## src/rtl/ucdp_pkg.sv

```systemverilog
package ucdp_pkg;

    typedef enum logic [2:0] {
        ALU_PASS, ALU_INC, ALU_DEC, ALU_ADD,
        ALU_SUB,  ALU_XOR, ALU_AND, ALU_OR
    } alu_fn_e;

    typedef enum logic [1:0] {
        SH_PASS, SH_LEFT, SH_RIGHT, SH_SWAP
    } shf_fn_e;

    typedef enum logic {
        SA_A0, SA_A1
    } srca_e;

    typedef enum logic [2:0] {
        SB_D0, SB_D1, SB_F0, SB_F1, SB_A0, SB_A1, SB_RSV6, SB_RSV7
    } srcb_e;

    typedef enum logic [1:0] {
        W0_NONE, W0_SHF, W0_D0, W0_F0
    } wr0_e;

    typedef enum logic [1:0] {
        W1_NONE, W1_SHF, W1_D1, W1_F1
    } wr1_e;

    typedef struct packed {
        alu_fn_e alu;
        shf_fn_e shf;
        srca_e   srca;
        srcb_e   srcb;
        wr0_e    wr0;
        wr1_e    wr1;
    } cfg_word_t;

    localparam int CFG_W = $bits(cfg_word_t);

endpackage

```

## src/rtl/ucdp_cstore.sv

```systemverilog
module ucdp_cstore
    import ucdp_pkg::*;
#(
    parameter int DEPTH = 8,
    localparam int AW = $clog2(DEPTH)
) (
    input  logic             clk,
    input  logic             rst,
    input  logic             we,
    input  logic [AW-1:0]    waddr,
    input  logic [CFG_W-1:0] wdata,
    input  logic [AW-1:0]    raddr,
    output logic [CFG_W-1:0] rdata
);

    logic [CFG_W-1:0] mem_q [DEPTH];

    // Writes land only in the load phase (reset held).
    always_ff @(posedge clk) begin
        if (rst && we) begin
            mem_q[waddr] <= wdata;
        end
    end

    always_comb begin
        rdata = mem_q[raddr];
    end

    for (genvar gi = 0; gi < DEPTH; gi++) begin : g_lock
        assert_cstore_frozen_R12: assert property (
            @(posedge clk) disable iff (rst)
            !$past(rst) |-> $stable(mem_q[gi])
        );
    end

endmodule

```

## src/rtl/ucdp_fifo.sv

```systemverilog
module ucdp_fifo #(
    parameter int DW    = 8,
    parameter int DEPTH = 4,
    localparam int PW   = (DEPTH > 1) ? $clog2(DEPTH) : 1,
    localparam int CNTW = $clog2(DEPTH + 1)
) (
    input  logic          clk,
    input  logic          rst,
    input  logic          push,
    input  logic [DW-1:0] din,
    input  logic          pop,
    output logic [DW-1:0] dout,
    output logic          empty,
    output logic          full,
    output logic          ovf,
    output logic          unf
);

    logic [DW-1:0]   mem_q [DEPTH];
    logic [PW-1:0]   wp_q, rp_q;
    logic [CNTW-1:0] cnt_q;
    logic [DW-1:0]   last_q;
    logic            push_ok, pop_ok;

    function automatic logic [PW-1:0] ptr_inc(input logic [PW-1:0] p);
        return (p == PW'(DEPTH - 1)) ? '0 : p + 1'b1;
    endfunction

    always_comb begin
        empty   = (cnt_q == '0);
        full    = (cnt_q == CNTW'(DEPTH));
        push_ok = push && !full;
        pop_ok  = pop && !empty;
        dout    = empty ? last_q : mem_q[rp_q];
    end

    always_ff @(posedge clk) begin
        if (!rst && push_ok) begin
            mem_q[wp_q] <= din;
        end
    end

    always_ff @(posedge clk) begin
        if (rst) begin
            wp_q   <= '0;
            rp_q   <= '0;
            cnt_q  <= '0;
            last_q <= '0;
            ovf    <= 1'b0;
            unf    <= 1'b0;
        end else begin
            if (push_ok) wp_q <= ptr_inc(wp_q);
            if (pop_ok) begin
                rp_q   <= ptr_inc(rp_q);
                last_q <= mem_q[rp_q];
            end
            unique case ({push_ok, pop_ok})
                2'b10:   cnt_q <= cnt_q + 1'b1;
                2'b01:   cnt_q <= cnt_q - 1'b1;
                default: cnt_q <= cnt_q;
            endcase
            if (push && full)  ovf <= 1'b1;
            if (pop && empty)  unf <= 1'b1;
        end
    end

    assert_fifo_bound_R9: assert property (
        @(posedge clk) disable iff (rst)
        cnt_q <= CNTW'(DEPTH)
    );

    assert_push_full_dropped_R10: assert property (
        @(posedge clk) disable iff (rst)
        (push && full && !pop) |=> (full && ovf)
    );

    assert_ovf_sticky_R10: assert property (
        @(posedge clk) disable iff (rst)
        ovf |=> ovf
    );

    assert_empty_pop_holds_R11: assert property (
        @(posedge clk) disable iff (rst)
        (pop && empty && !push) |=> (empty && unf && $stable(dout))
    );

    assert_unf_sticky_R11: assert property (
        @(posedge clk) disable iff (rst)
        unf |=> unf
    );

endmodule

```

## src/rtl/ucdp_alu_shift.sv

```systemverilog
module ucdp_alu_shift
    import ucdp_pkg::*;
#(
    parameter int DW = 8
) (
    input  logic [DW-1:0] opa,
    input  logic [DW-1:0] opb,
    input  alu_fn_e       alu_fn,
    input  shf_fn_e       shf_fn,
    output logic [DW-1:0] res
);

    logic [DW-1:0] alu_out;

    always_comb begin
        unique case (alu_fn)
            ALU_PASS: alu_out = opa;
            ALU_INC:  alu_out = opa + 1'b1;
            ALU_DEC:  alu_out = opa - 1'b1;
            ALU_ADD:  alu_out = opa + opb;
            ALU_SUB:  alu_out = opa - opb;
            ALU_XOR:  alu_out = opa ^ opb;
            ALU_AND:  alu_out = opa & opb;
            ALU_OR:   alu_out = opa | opb;
        endcase
    end

    always_comb begin
        unique case (shf_fn)
            SH_PASS:  res = alu_out;
            SH_LEFT:  res = {alu_out[DW-2:0], 1'b0};
            SH_RIGHT: res = {1'b0, alu_out[DW-1:1]};
            SH_SWAP:  res = {alu_out[DW/2-1:0], alu_out[DW-1:DW/2]};
        endcase
    end

endmodule

```

## src/rtl/ucode_dp8.sv

```systemverilog
module ucode_dp8
    import ucdp_pkg::*;
#(
    parameter int DW         = 8,
    parameter int FIFO_DEPTH = 4,
    parameter int CS_DEPTH   = 8,
    localparam int CAW       = $clog2(CS_DEPTH)
) (
    input  logic             clk,
    input  logic             rst,
    input  logic [CAW-1:0]   cfg_addr,
    input  logic             cs_we,
    input  logic [CAW-1:0]   cs_waddr,
    input  logic [CFG_W-1:0] cs_wdata,
    input  logic             d_we,
    input  logic             d_sel,
    input  logic [DW-1:0]    d_wdata,
    input  logic             f0_push,
    input  logic [DW-1:0]    f0_din,
    input  logic             f1_push,
    input  logic [DW-1:0]    f1_din,
    output logic [DW-1:0]    result,
    output logic             f0_empty,
    output logic             f0_full,
    output logic             f0_ovf,
    output logic             f0_unf,
    output logic             f1_empty,
    output logic             f1_full,
    output logic             f1_ovf,
    output logic             f1_unf
);

    logic [CFG_W-1:0] cs_rdata;
    cfg_word_t        cw;
    logic [DW-1:0]    acc0_q, acc1_q, dr0_q, dr1_q;
    logic [DW-1:0]    f0_head, f1_head;
    logic [DW-1:0]    opa, opb, shf_res;
    logic             f0_pop, f1_pop;

    ucdp_cstore #(.DEPTH(CS_DEPTH)) cstore_i (
        .clk   (clk),
        .rst   (rst),
        .we    (cs_we),
        .waddr (cs_waddr),
        .wdata (cs_wdata),
        .raddr (cfg_addr),
        .rdata (cs_rdata)
    );

    always_comb begin
        cw  = cfg_word_t'(cs_rdata);
        opa = (cw.srca == SA_A1) ? acc1_q : acc0_q;
        case (cw.srcb)
            SB_D0:   opb = dr0_q;
            SB_D1:   opb = dr1_q;
            SB_F0:   opb = f0_head;
            SB_F1:   opb = f1_head;
            SB_A0:   opb = acc0_q;
            SB_A1:   opb = acc1_q;
            default: opb = '0;
        endcase
        f0_pop = !rst && ((cw.srcb == SB_F0) || (cw.wr0 == W0_F0));
        f1_pop = !rst && ((cw.srcb == SB_F1) || (cw.wr1 == W1_F1));
    end

    ucdp_alu_shift #(.DW(DW)) alu_i (
        .opa    (opa),
        .opb    (opb),
        .alu_fn (cw.alu),
        .shf_fn (cw.shf),
        .res    (shf_res)
    );

    always_comb begin
        result = shf_res;
    end

    ucdp_fifo #(.DW(DW), .DEPTH(FIFO_DEPTH)) fifo0_i (
        .clk   (clk),
        .rst   (rst),
        .push  (f0_push),
        .din   (f0_din),
        .pop   (f0_pop),
        .dout  (f0_head),
        .empty (f0_empty),
        .full  (f0_full),
        .ovf   (f0_ovf),
        .unf   (f0_unf)
    );

    ucdp_fifo #(.DW(DW), .DEPTH(FIFO_DEPTH)) fifo1_i (
        .clk   (clk),
        .rst   (rst),
        .push  (f1_push),
        .din   (f1_din),
        .pop   (f1_pop),
        .dout  (f1_head),
        .empty (f1_empty),
        .full  (f1_full),
        .ovf   (f1_ovf),
        .unf   (f1_unf)
    );

    // Register state: every source is sampled before the edge.
    always_ff @(posedge clk) begin
        if (rst) begin
            acc0_q <= '0;
            acc1_q <= '0;
            dr0_q  <= '0;
            dr1_q  <= '0;
        end else begin
            unique case (cw.wr0)
                W0_NONE: acc0_q <= acc0_q;
                W0_SHF:  acc0_q <= shf_res;
                W0_D0:   acc0_q <= dr0_q;
                W0_F0:   acc0_q <= f0_head;
            endcase
            unique case (cw.wr1)
                W1_NONE: acc1_q <= acc1_q;
                W1_SHF:  acc1_q <= shf_res;
                W1_D1:   acc1_q <= dr1_q;
                W1_F1:   acc1_q <= f1_head;
            endcase
            if (d_we) begin
                if (d_sel) dr1_q <= d_wdata;
                else       dr0_q <= d_wdata;
            end
        end
    end

    assert_acc0_hold_R5: assert property (
        @(posedge clk) disable iff (rst)
        (cw.wr0 == W0_NONE) |=> $stable(acc0_q)
    );

    assert_acc1_hold_R5: assert property (
        @(posedge clk) disable iff (rst)
        (cw.wr1 == W1_NONE) |=> $stable(acc1_q)
    );

    assert_xor_clear_R6: assert property (
        @(posedge clk) disable iff (rst)
        ((cw.alu == ALU_XOR) && (cw.wr0 == W0_SHF) &&
         (((cw.srca == SA_A0) && (cw.srcb == SB_A0)) ||
          ((cw.srca == SA_A1) && (cw.srcb == SB_A1))))
        |=> (acc0_q == '0)
    );

    assert_flags_exclusive_R9: assert property (
        @(posedge clk) disable iff (rst)
        $onehot0({f0_empty, f0_full}) && $onehot0({f1_empty, f1_full})
    );

endmodule

```

## config.mk

```make
export PLATFORM = sky130hd
export DESIGN_NAME = ucode_dp8
export DESIGN_NICKNAME = d
export VERILOG_FILES = /design/src/rtl/ucdp_pkg.sv /design/src/rtl/ucdp_cstore.sv /design/src/rtl/ucdp_fifo.sv /design/src/rtl/ucdp_alu_shift.sv /design/src/rtl/ucode_dp8.sv
export SDC_FILE = /design/constraint.sdc
export NUM_CORES = 1
export LEC_CHECK = 0
export ABC_CLOCK_PERIOD_IN_PS = 10200
export BUFFER_PORTS_ARGS = -buffer_cell sky130_fd_sc_hd__buf_2
export CAP_MARGIN = 20
export CORE_MARGIN = 2
export CORE_UTILIZATION = 43
export DETAILED_ROUTE_END_ITERATION = 10
export SLEW_MARGIN = 10
export SYNTH_ARGS = -nofsm -noshare
export SYNTH_HDL_FRONTEND = slang
export SYNTH_SLANG_ARGS = --single-unit
export TNS_END_PERCENT = 5
```

## constraint.sdc

```tcl
create_clock -name clk -period 10.2 [get_ports clk]
set_clock_uncertainty 0.15 [all_clocks]
set_input_delay 0.51 -clock clk [delete_from_list [all_inputs] [get_ports clk]]
set_output_delay 0.51 -clock clk [all_outputs]
set_load 0.02 [all_outputs]
```

==> parameters.txt, run 1 <==
Parameter                              Value

Outcome
  Result of the run ... completed

Clock tree
  Setup Buffers After CTS ... 0
  Clk_lat worst skew ... 0.52 ns
  Number of buffers created by CTS ... 26
  TritonCTS clock tree ... built
  Post-CTS Hold Fix Bufs ... 0
  PostCTS Resize Cnt ... 0
  Root Buffer ... clkbuf_16
  Clock net sink count ... 238
  Clock transition at the registers of the reported paths ... 0.06 ns
  Maximum buffer depth of the clock tree ... 3
  Deepest level of the CTS H-tree ... 1

Cells and area
  Final instance area ... 0.0132 mm^2
  Area growth from synthesis to layout ... 13.9%
  Antenna fix cells ... 0
  Share of final-layout standard cells stronger than drive strength 1 ... 23.0%
  # nets final ... 1050
  Final instance count without filler cells ... 1321

Critical path
  Longest individual stage delay on the worst path ... 0.64 ns
  Capture instance of the worst register-to-register path ... acc0_q[4]
  Path depth of the worst reg2reg path ... 16
  Worst setup EP type ... output pin
  CP delay by family, top ... compound AO/OA/AOI/OAI gates
  Arrival time at the worst endpoint ... 6.28 ns
  Critical path required time ... 9.54 ns
  Cell with the largest stage delay on the worst path ... mux4_2
  Startpoint class of the critical path ... input port
  Setup slack of the worst register-to-register path ... 4.29 ns
  Number of buffers and inverters on the critical path ... 2
  Critical path, cell by cell ... buf_2, mux4_2, mux2i_4, nor2_2, a22o_1, a211oi_4, ha_1, nand3_1, a21oi_1, o22ai_1, ha_1, and2_1, a311oi_1, or4_1, nand2_1, o311ai_0, o2bb2ai_2, o41ai_1, a21o_1, buf_2
  Largest fanout on the critical path ... 26
  Type of the worst setup path ... in2out

Logic synthesis
  Count of flip-flops with a built-in enable after synthesis ... 168
  Fraction of the mapped netlist area in compound gates ... 10.1%
  Dominant cells by area after synthesis ... edfxtp_1 44%, dfxtp_1 12%, mux4_2 9.0%, mux2i_1 4.8%, ha_1 3.9%
  Area fraction in and, or, nand and nor cells after synthesis ... 9.43%
  Post-synthesis share of cell area spent on full adders, half adders and majority gates ... 4.41%
  Share of the synthesized area in the top cell type ... 43.6%
  Cell type with the highest aggregate area in the netlist ... edfxtp_1
  Unique masters post-synth ... 72
  Net Count, Synth ... 979
  Number of instances in the synthesized netlist ... 890
  Area of the mapped netlist ... 0.0116 mm^2
  Share of the yosys chip area belonging to registers ... 55.7%
  Async S/R FF share, synth ... 0%
  Mean instance size in the synthesized netlist ... 13.0 um^2
  Largest family of logic cells by synthesized area ... multiplexers
  Number of flip-flops and latches in the synthesized netlist ... 238
  Warnings, synthesis ... 0
  Multiplexer fraction of the synthesized cell area ... 16.3%
  Leading register cell type out of synthesis ... edfxtp_1
  Share of the synthesized netlist area taken by xor and xnor gates ... 0.909%

Route
  Aggregate routed wire length ... 26500 um
  DRC violation count after routing ... 0
  Wirelength per Cell ... 20.1 um
  Violation count after the first detailed-route iteration ... 606
  Via-to-Cell Ratio ... 5.62
  Via Count ... 7422
  Antenna-violating nets left ... 0
  DR pass1 iterations ... 5

STA
  RSZ-0062 raised after global routing ... no
  Clock period minus final worst setup slack ... 6.94 ns
  Total Neg Setup Slack ... 0 ns
  Actual transition at the worst max-transition pin ... 1.21 ns
  Final count of hold timing violations ... 0
  Top achievable clock speed ... 0.144 GHz
  Count of endpoints failing setup in the final report ... 0
  Period Utilization, post-route ... 68.0%
  Worst relative slew slack ... 19.0%
  Final number of max-transition violations ... 0

Die
  Starting density of the core ... 43.4%
  Std-Cell Rows ... 60
  Die boundary width ... 168 um
  Count of boundary I/O pins ... 66
  Overall die area ... 0.0282 mm^2
  Placeable core region ... 0.0267 mm^2
  Y dimension of the die ... 168 um

Place
  Inst Count DP ... 1274
  Global placement routability congestion ... 0.902
  Post-detailed-placement half-perimeter wirelength ... 18600 um
  Post-Place Cell Area ... 0.0123 mm^2
  Count of buffers inserted at the top-level ports ... 65

Worst hold path
  Min-Delay Path Depth ... 1
  Hold Path Origin ... f1_din[2]
  Destination of the worst hold path ... fifo1_i.mem_q[0][2]
  Hold WC Path Type ... in2reg

Power and ir drop
  Leakage power total ... 4.86 nW
  Max VDD drop ... 0.145 mV
  Power after layout ... 2.65 mW
  Power density over cell area ... 201 mW/mm^2

Global routing
  All-layer global routing usage ... 19.1%
  Initial antenna violation count ... 0
  Number of global-route vias before repair ... 7298
  Wire length of the first global-routing pass ... 42000 um
  Overflow after GRT ... 0
  M3 GR Usage ... 2.80%
  Grt met1 use ... 27.3%
  Global routing's busiest layer ... met2
  Global Route met2 Usage ... 30.7%
  Pin count of the biggest net entering global routing ... 57

Run
  Max-cap violation count ... 0
## routing by layer
metal / up-vias / share of wire (%)
li1: 3508 / -
met1: 3662 / 45
met2: 215 / 47
met3: 37 / 5.5
met4: 0 / 2.1
met5: - / 0
## worst reg2reg max path, cell delays in order (launching register included)
cell and delay (ns):
dfxtp_1 0.70, mux4_2 0.60, mux2i_1 0.33, o32ai_1 0.21, a211oi_4 0.35, ha_1 0.31
a21oi_1 0.12, a21o_1 0.14, ha_1 0.24, a21o_1 0.16, a21o_1 0.21, xor2_1 0.16
a222oi_1 0.48, nor2_1 0.12, o31ai_1 1.00, mux4_2 0.45, nor2_1 0.04
## registers in the layout (all words and copies together) (netlist names), named ones only
signal,flops
fifo1_i.ovf,1
fifo0_i.ovf,1
fifo0_i.wp_q,2
cstore_i.mem_q,104
fifo1_i.cnt_q,3
fifo1_i.last_q,8
fifo1_i.rp_q,2
dr0_q,8
fifo0_i.cnt_q,3
dr1_q,8
fifo0_i.unf,1
acc1_q,8
fifo0_i.last_q,8
fifo1_i.wp_q,2
acc0_q,8
fifo0_i.mem_q,32
fifo1_i.unf,1
fifo1_i.mem_q,32
fifo0_i.rp_q,2
## synthesized netlist by cell type, types with 5 or more instances
library cell / number
edfxtp_1: 168
nor2_1: 88
dfxtp_1: 70
nand2_1: 60
mux2i_1: 56
a21oi_1: 50
mux4_2: 46
inv_1: 43
ha_1: 36
clkbuf_1: 23
nor3_1: 23
o21ai_0: 23
nand3_1: 20
mux2_2: 17
a211oi_1: 16
and2_1: 13
nand2b_1: 8
buf_2: 7
xnor2_1: 6
xor2_1: 6
a21o_1: 5
o31ai_1: 5
## power breakdown
part	total (mW)	internal (mW)	leakage, nW	switching, mW
registers	1.12	1.08	2.09	0.0347
clock network	0.951	0.582	0.420	0.369
logic	0.585	0.232	2.34	0.353
total	2.65	1.89	4.86	0.757
## per-stage QoR
| step | setup slack (ns) | hold WS [ns] | util (%) |
|---|---|---|---|
| floorplan | 4.43 | 0.286 | - |
| global placement | 3.38 | 0.301 | 46.1 |
| detailed placement | 3.31 | 0.312 | 46.2 |
| CTS | 3.29 | 0.0282 | 49.4 |
| global route | 2.83 | 0.0435 | 49.4 |
| finish | 3.26 | 0.0549 | 49.4 |
## cells in the final DEF, fill, tap and decap left out, types with 7 or more instances in the layout
master	instances
clkbuf_16	27
nor2_1	87
a211oi_1	16
o21ai_0	23
buf_2	65
edfxtp_1	168
nand2b_1	8
inv_1	43
nor3_1	17
mux2_2	17
and2_1	13
nand3_1	20
ha_1	36
clkinv_1	7
buf_4	18
dfxtp_1	70
nand2_1	60
nor3_2	7
a21oi_1	50
mux2i_1	53
mux4_2	46
## final cells by class
type	count	area [um^2]
Clock buffer	30	687
Multi-Input combinational cell	568	4800
Timing Repair Buffer	83	460
Tap cell	341	427
Fill cell	2281	13500
Inverter	44	165
Clock inverter	17	186
Sequential cell	238	6450
## worst max-delay path by stage
stage	startpoint	slack, ns	to	cells past startpoint
after floorplan	cfg_addr[1]	4.43	result[6]	20
after global placement	cfg_addr[1]	3.38	result[5]	20
after detailed placement	cfg_addr[1]	3.31	result[6]	20
after CTS	cfg_addr[1]	3.29	result[6]	20
after global routing	cfg_addr[1]	2.83	result[6]	20
final	cfg_addr[1]	3.26	result[6]	20
## cell families (layout without fill, tap and decap cells)
kind of cell,count (synthesis),count (layout)
adder cells (fa/ha/maj),39,39
buffers and inverters,84,174
AND/OR/NAND/NOR,234,234
XOR/XNOR,12,12
AO/OA/AOI/OAI,159,159
multiplexers,124,124
flip-flops,238,238
(Power assumes the default switching activity.)
==> inputs of run 2 (changes only) <==
ABC_CLOCK_PERIOD_IN_PS = 6400   (was 10200)
clock period = 6.4 ns   (was 10.2 ns; I/O delays follow)
==> run 2 against run 1 <==
  * Utilization increased by 1.8 points
  * Via count increased by 2.5%
  * Setup slack got worse by 2.9 ns
  * Combinational power increased by 73%
  * Sequential share of layout area decreased by 1.7 points
  * Sequential power increased by 58%
  * Critical endpoint unchanged
  * Largest power group unchanged
==> parameters.txt, run 2 (same netlist as run 1, synthesis figures left out) <==
Parameter                              Value

STA
  Total Neg Setup Slack ... 0 ns (unchanged)
  Clock period minus final worst setup slack ... 6.07 ns
  RSZ-0062 raised after global routing ... no
  Actual transition at the worst max-transition pin ... 0.978 ns (-0.227 ns)
  Final count of hold timing violations ... 0 (unchanged)
  Worst relative slew slack ... 34.7% (+16 points)
  Final number of max-transition violations ... 0 (unchanged)
  Count of endpoints failing setup in the final report ... 0 (unchanged)
  Top achievable clock speed ... 0.165 GHz
  Period Utilization, post-route ... 94.8%

Clock tree
  Number of buffers created by CTS ... 24 (-7.7%)
  Clock net sink count ... 238 (unchanged)
  Deepest level of the CTS H-tree ... 1 (unchanged)
  Clock transition at the registers of the reported paths ... 0.06 ns (about the same)
  TritonCTS clock tree ... built
  Clk_lat worst skew ... 0.51 ns (about the same)
  Maximum buffer depth of the clock tree ... 3 (unchanged)
  Root Buffer ... clkbuf_16

Cells and area
  Fillers ... 2279 (-0.088%)
  Antenna fix cells ... 0 (unchanged)
  Reg with most FFs ... cstore_i.mem_q
  Area growth from synthesis to layout ... 18.0%
  Registers with the highest flip-flop counts ... cstore_i.mem_q: 104 flops, fifo0_i.mem_q: 32 flops, fifo1_i.mem_q: 32 flops
  Most common library cell in the layout ignoring fill and taps ... edfxtp_1
  # nets final ... 1108 (+5.5%)
  Most frequent cells in the layout ... 168 x edfxtp_1, 83 x nor2_1, 69 x dfxtp_1
  Number of flip-flops in the largest register ... 104 (unchanged)
  Share of final-layout standard cells stronger than drive strength 1 ... 24.5% (+1.6 points)
  Final instance area ... 0.0137 mm^2 (+3.6%)

Worst hold path
  Hold WC Path Type ... in2reg

Route
  Aggregate routed wire length ... 26700 um (+0.72%)
  DRC violation count after routing ... 0 (unchanged)
  Antenna-violating nets left ... 0 (unchanged)
  Wirelength per Cell ... 19.4 um (-3.4%)
  Via-to-Cell Ratio ... 5.52 (-1.7%)
  Violation count after the first detailed-route iteration ... 609 (+0.50%)
  Via Count ... 7606 (+2.5%)
  DR pass1 iterations ... 5 (unchanged)

Global routing
  Number of global-route vias before repair ... 7398 (+1.4%)
  Overflow after GRT ... 0 (unchanged)
  Initial antenna violation count ... 0 (unchanged)
  Wire length of the first global-routing pass ... 41900 um (about the same)
  Pin count of the biggest net entering global routing ... 57 (unchanged)
  All-layer global routing usage ... 19.0% (-0.11 points)

Outcome
  Result of the run ... completed

Place
  Global placement routability congestion ... 0.932 (+3.4%)
  Post-detailed-placement half-perimeter wirelength ... 19100 um (+2.7%)
  Post-Place Cell Area ... 0.0124 mm^2 (+0.85%)
  Count of buffers inserted at the top-level ports ... 65 (unchanged)

Die
  Starting density of the core ... 43.4% (unchanged)
  Placeable core region ... 0.0267 mm^2 (unchanged)
  Count of boundary I/O pins ... 66 (unchanged)
  Std-Cell Rows ... 60 (unchanged)
  Y dimension of the die ... 168 um (unchanged)
  Die boundary width ... 168 um (unchanged)
  Overall die area ... 0.0282 mm^2 (unchanged)

Power and ir drop
  Max VDD drop ... 0.230 mV (+59%)
  Leakage power total ... 5.08 nW (+4.6%)
  Power density over cell area ... 304 mW/mm^2 (+51%)

Critical path
  Critical path required time ... 5.93 ns (-3.61 ns)
  Type of the worst setup path ... reg2out
  Worst setup EP type ... output pin
  Startpoint class of the critical path ... flop
  Largest fanout on the critical path ... 8 (-69%)
  Arrival time at the worst endpoint ... 5.60 ns (-0.68 ns)

Run
  Max-cap violation count ... 0 (unchanged)
run 2: changes by cell type in the layout (fill, tap and decap cells not counted), moves of 4 or more:
cell / change
dlygate4sd3_1: +39
nor2_1: -4
buf_4: +21
nor2_2: +4
clkinv_2: +4
clkinv_1: -6
run 2: cell type report:
class	count	area, um^2	share of cell area [%]
clock buffer	32	662	4.85
clock inverter	11	110	0.807
inverter	44	165	1.21
multi-input combinational	568	4830	35.4
sequential	238	6450	47.2
tap	341	427	3.13
timing repair buffer	143	1010	7.39
run 2: repair_timing:
item / in CTS / in global routing
hold buffers: 39 / 0
endpoints found under the setup margin: 1 / 4
setup buffers: 2 / 5
pin swaps: 1 / 1
gates resized for setup: 0 / 7
hold endpoints to repair: 186 / 0
run 2: worst paths after layout:
kind	slack (ns)	end	start	depth (start not counted)
max reg2reg	0.96	acc1_q[5]	cstore_i.mem_q[6][6]	20
max	0.33	result[6]	cstore_i.mem_q[6][6]	19
min	0.02	fifo1_i.last_q[0]	rst	2
min reg2reg	0.32	dr0_q[4]	dr0_q[4]	2
run 2: power by group:
group | total (mW) | internal (mW) | switching [mW]
Combinational | 1.01 | 0.417 | 0.589
Clock | 1.37 | 0.808 | 0.563
Sequential | 1.77 | 1.72 | 0.0489
Total | 4.15 | 2.95 | 1.20
run 2: worst max-delay path, cell delays in order, from the launching register on:
cell       delay [ns]
edfxtp_1         0.36
mux4_2           0.52
mux2_2           0.39
mux2i_1          0.15
o32ai_1          0.38
a211oi_4         0.06
ha_1             0.31
a21oi_1          0.06
a21o_1           0.20
ha_1             0.28
a21o_1           0.15
a21o_1           0.21
a311oi_2         0.42
or4_1            0.23
nand2_1          0.11
o311ai_1         0.34
o2bb2ai_2        0.14
o41ai_1          0.33
a21o_1           0.23
buf_2            0.20
run 2: stage by stage:
stage | hold WS [ns] | utilization (%) | total power, mW | std cells | setup slack, ns
after floorplan | 0.269 | - | 2.47 | 890 | 1.01
after global placement | 0.296 | 46.5 | 2.76 | 1287 | 0.511
after detailed placement | 0.308 | 46.5 | 2.77 | 1287 | 0.352
after CTS | 0.000426 | 51.0 | 4.16 | 1371 | 0.0687
after global routing | 0.0329 | 51.2 | 4.33 | 1377 | 0.0152
final | 0.0234 | 51.2 | 4.15 | 1377 | 0.332
run 2: layer usage:
layer  GRT usage [%]  share of wire [%]
met4            4.27                1.5
met1            27.6                 47
met5               0                  0
met2            30.7                 47
met3            2.42                4.7
==> inputs of run 3 (changes only) <==
CAP_MARGIN = 0   (was 20)
SYNTH_HIERARCHICAL = 1   (was unset)
==> run 3 against run 2 <==
  * Final cell count is 3.9% lower
  * Synthesized cell count fell by 5.5%
  * Combinational power decreased by 12%
  * Largest power group unchanged
==> parameters.txt, run 3 <==
Parameter                              Value

Outcome
  Result of the run ... completed

Die
  Std-Cell Rows ... 60 (unchanged)
  Die boundary width ... 169 um (+0.58%)
  Overall die area ... 0.0286 mm^2 (+1.2%)
  Count of boundary I/O pins ... 66 (unchanged)
  Y dimension of the die ... 169 um (+0.58%)
  Placeable core region ... 0.0268 mm^2 (+0.56%)
  Starting density of the core ... 43.7% (+0.27 points)

Place
  Post-Place Cell Area ... 0.0124 mm^2 (about the same)
  Global placement routability congestion ... 0.838 (-10%)
  Post-detailed-placement half-perimeter wirelength ... 17800 um (-7.1%)
  Count of buffers inserted at the top-level ports ... 65 (unchanged)

Logic synthesis
  Area of the mapped netlist ... 0.0117 mm^2 (+1.2%)
  Leading register cell type out of synthesis ... edfxtp_1
  Top-count cell post-synth ... edfxtp_1
  Dominant cells by area after synthesis ... edfxtp_1 43%, dfxtp_1 12%, mux4_1 7.6%, mux4_2 6.2%, mux2_2 4.6%
  Number of instances in the synthesized netlist ... 841 (-5.5%)
  Net Count, Synth ... 931 (-4.9%)
  Count of flip-flops with a built-in enable after synthesis ... 168 (unchanged)
  Mean instance size in the synthesized netlist ... 13.9 um^2 (+7.1%)
  Cell type with the highest aggregate area in the netlist ... edfxtp_1
  Async S/R FF share, synth ... 0% (unchanged)
  Most frequent cells after synthesis ... 168 x edfxtp_1, 80 x nand2_1, 70 x a21oi_1, 70 x dfxtp_1, 48 x mux2_2
  Unique masters post-synth ... 66 (-8.3%)
  Share of the synthesized area in the top cell type ... 43.1% (-0.51 points)
  Number of flip-flops and latches in the synthesized netlist ... 238 (unchanged)
  Warnings, synthesis ... 6 (+6)
  Share of the yosys chip area belonging to registers ... 55.1% (-0.66 points)

Critical path
  Worst setup EP type ... output pin
  Largest fanout on the critical path ... 8 (unchanged)
  Longest individual stage delay on the worst path ... 0.58 ns (+0.06 ns)
  Critical path, cell by cell ... mux4_2, mux2_2, mux2_2, a221oi_1, a21oi_1, inv_1, ha_1, nand3_1, nor3_2, xnor2_1, o2bb2ai_1, ha_2, a21oi_1, nand2_1, o21ai_0, xnor2_1, mux2_1, nand4_1, mux4_2, buf_2
  Arrival time at the worst endpoint ... 5.57 ns (-0.03 ns)
  CP delay by family, top ... multiplexers
  Startpoint class of the critical path ... flop
  Type of the worst setup path ... reg2out
  Critical path required time ... 5.93 ns (about the same)
  Cell with the largest stage delay on the worst path ... mux4_2
  Number of buffers and inverters on the critical path ... 2 (+1)

Clock tree
  TritonCTS clock tree ... built
  Clk_lat worst skew ... 0.51 ns (about the same)
  Number of buffers created by CTS ... 24 (unchanged)
  Clock transition at the registers of the reported paths ... 0.06 ns (about the same)
  Deepest level of the CTS H-tree ... 1 (unchanged)
  Root Buffer ... clkbuf_16
  Maximum buffer depth of the clock tree ... 3 (unchanged)
  Clock net sink count ... 238 (unchanged)

Cells and area
  Final instance area ... 0.0136 mm^2 (-0.24%)
  Registers with the highest flip-flop counts ... cstore_i/mem_q: 104 flops, fifo0_i/mem_q: 32 flops, fifo1_i/mem_q: 32 flops
  Most frequent cells in the layout ... 168 x edfxtp_1, 80 x nand2_1, 70 x a21oi_1
  Number of flip-flops in the largest register ... 104 (unchanged)
  Most common library cell in the layout ignoring fill and taps ... edfxtp_1
  Share of final-layout standard cells stronger than drive strength 1 ... 25.7% (+1.2 points)
  Reg with most FFs ... cstore_i/mem_q
  # nets final ... 1054 (-4.9%)
  Fillers ... 2260 (-0.83%)
  Area growth from synthesis to layout ... 16.4%

STA
  Period Utilization, post-route ... 94.3% (-0.48 points)
  Count of endpoints failing setup in the final report ... 0 (unchanged)
  Worst hold margin ... 0.0623 ns (+0.0389 ns)
  Actual transition at the worst max-transition pin ... 0.952 ns (-0.0262 ns)
  Worst relative slew slack ... 36.5% (+1.8 points)
  Final count of hold timing violations ... 0 (unchanged)
  Total Neg Setup Slack ... 0 ns (unchanged)
  Clock period minus final worst setup slack ... 6.04 ns (-0.0309 ns)
  Final number of max-transition violations ... 0 (unchanged)
  RSZ-0062 raised after global routing ... no
  Top achievable clock speed ... 0.166 GHz (+0.51%)

Global routing
  Wire length of the first global-routing pass ... 40400 um (-3.6%)
  Overflow after GRT ... 0 (unchanged)
  Number of global-route vias before repair ... 7143 (-3.4%)
  All-layer global routing usage ... 18.2% (-0.82 points)
  Pin count of the biggest net entering global routing ... 43 (-25%)
  Initial antenna violation count ... 1 (+1)

Power and ir drop
  Switching share of total power ... 27.3% (-1.7 points)
  Leakage power total ... 4.93 nW (-3.0%)
  Sequential fraction of design power ... 44.5% (+1.8 points)
  Power density over cell area ... 290 mW/mm^2 (-4.6%)
  Max VDD drop ... 0.238 mV (+3.1%)
  Internal portion of total power ... 2.87 mW (-2.5%)
  Switching Power ... 1.08 mW (-10%)
  Combinational fraction of design power ... 22.5% (-1.8 points)
  Clock power share ... 33.0% (about the same)

Route
  DR pass1 iterations ... 5 (unchanged)
  Violation count after the first detailed-route iteration ... 585 (-3.9%)
  Wirelength per Cell ... 19.4 um (about the same)
  Aggregate routed wire length ... 25700 um (-3.8%)
  Antenna-violating nets left ... 0 (unchanged)
  Via-to-Cell Ratio ... 5.51 (-0.20%)
  Via Count ... 7293 (-4.1%)
  DRC violation count after routing ... 0 (unchanged)

Run
  Max-cap violation count ... 0 (unchanged)

Worst hold path
  Hold WC Path Type ... in2reg
run 3: changes by cell type in the layout (fill, tap and decap cells not counted), sizes merged, moves of 10 or more:
| cell | before | now |
|---|---|---|
| a211oi | 22 | 5 |
| a21oi | 51 | 70 |
| and2 | 13 | 1 |
| inv | 44 | 34 |
| mux2 | 19 | 53 |
| mux2i | 59 | 3 |
| mux4 | 46 | 66 |
| nand2 | 60 | 80 |
| nor2 | 92 | 33 |
| nor2b | 2 | 23 |
| nor3 | 25 | 9 |
| nor3b | 0 | 11 |
run 3: metrics by stage:
stage / cells / utilization, % / setup slack [ns] / total power [mW]
2_1_floorplan: 841 / - / 0.633 / 2.40
3_3_place_gp: 1232 / 46.3 / 0.255 / 2.62
3_5_place_dp: 1232 / 46.3 / 0.253 / 2.63
4_1_cts: 1317 / 50.6 / 0.0796 / 3.96
5_1_grt: 1323 / 50.8 / 0.0172 / 4.13
6_report: 1323 / 50.8 / 0.363 / 3.95
run 3: cell families after synthesis:
logic type / Yosys count / synth area share, %
DFF: 238 / 55.1
and+or+nand+nor: 205 / 9.08
AOI/OAI and AO/OA: 141 / 7.32
muxes: 122 / 19.3
buffers and inverters: 83 / 3.87
adders and majority gates: 40 / 4.47
xor gates and xnor gates: 12 / 0.898
run 3: layout make-up:
type                            count  area [um^2]  share of cell area, %
Antenna cell                        1         2.50                 0.0184
Clock buffer                       28          637                   4.68
Clock inverter                     15         95.1                  0.698
Inverter                           36          135                  0.992
Multi-Input combinational cell    520         4850                   35.6
Sequential cell                   238         6450                   47.3
Tap cell                          341          427                   3.13
Timing Repair Buffer              144         1020                   7.51
run 3: metal layers:
| metal | track usage (%) | part of all wire (%) | up-vias |
|---|---|---|---|
| met5 | 0 | 0 | - |
| met4 | 4.50 | 1.8 | 0 |
| met2 | 30.1 | 48 | 164 |
| li1 | - | - | 3487 |
| met3 | 2.34 | 4.4 | 31 |
| met1 | 25.6 | 46 | 3611 |
run 3: power by group through the flow:
stage                     clock (mW)  sequential [mW]  combinational (mW)
after detailed placement           0             1.79               0.840
final                           1.30             1.76               0.890
after global routing            1.40             1.76               0.973
after CTS                       1.34             1.76               0.865
after global placement             0             1.79               0.838
after floorplan                    0             1.78               0.620
run 3: repair_timing:
action                                 in CTS  in global routing
buffers inserted                            0                  5
endpoints found under the hold margin     188                  0
hold buffers                               42                  0
setup endpoints to repair                   0                  7
resized for setup                           0                 10
run 3: path summary, 6_finish.rpt:
path,from,slack (ns),cells after the start,end
worst max-delay path,flop,0.36,20,result[3]
worst max register to register,flop,0.67,21,acc1_q[3]
worst min register to register,fifo1_i/last_q[5],0.30,2,fifo1_i/last_q[5]
worst min-delay path,cs_waddr[0],0.06,2,cstore_i/mem_q[0][3]
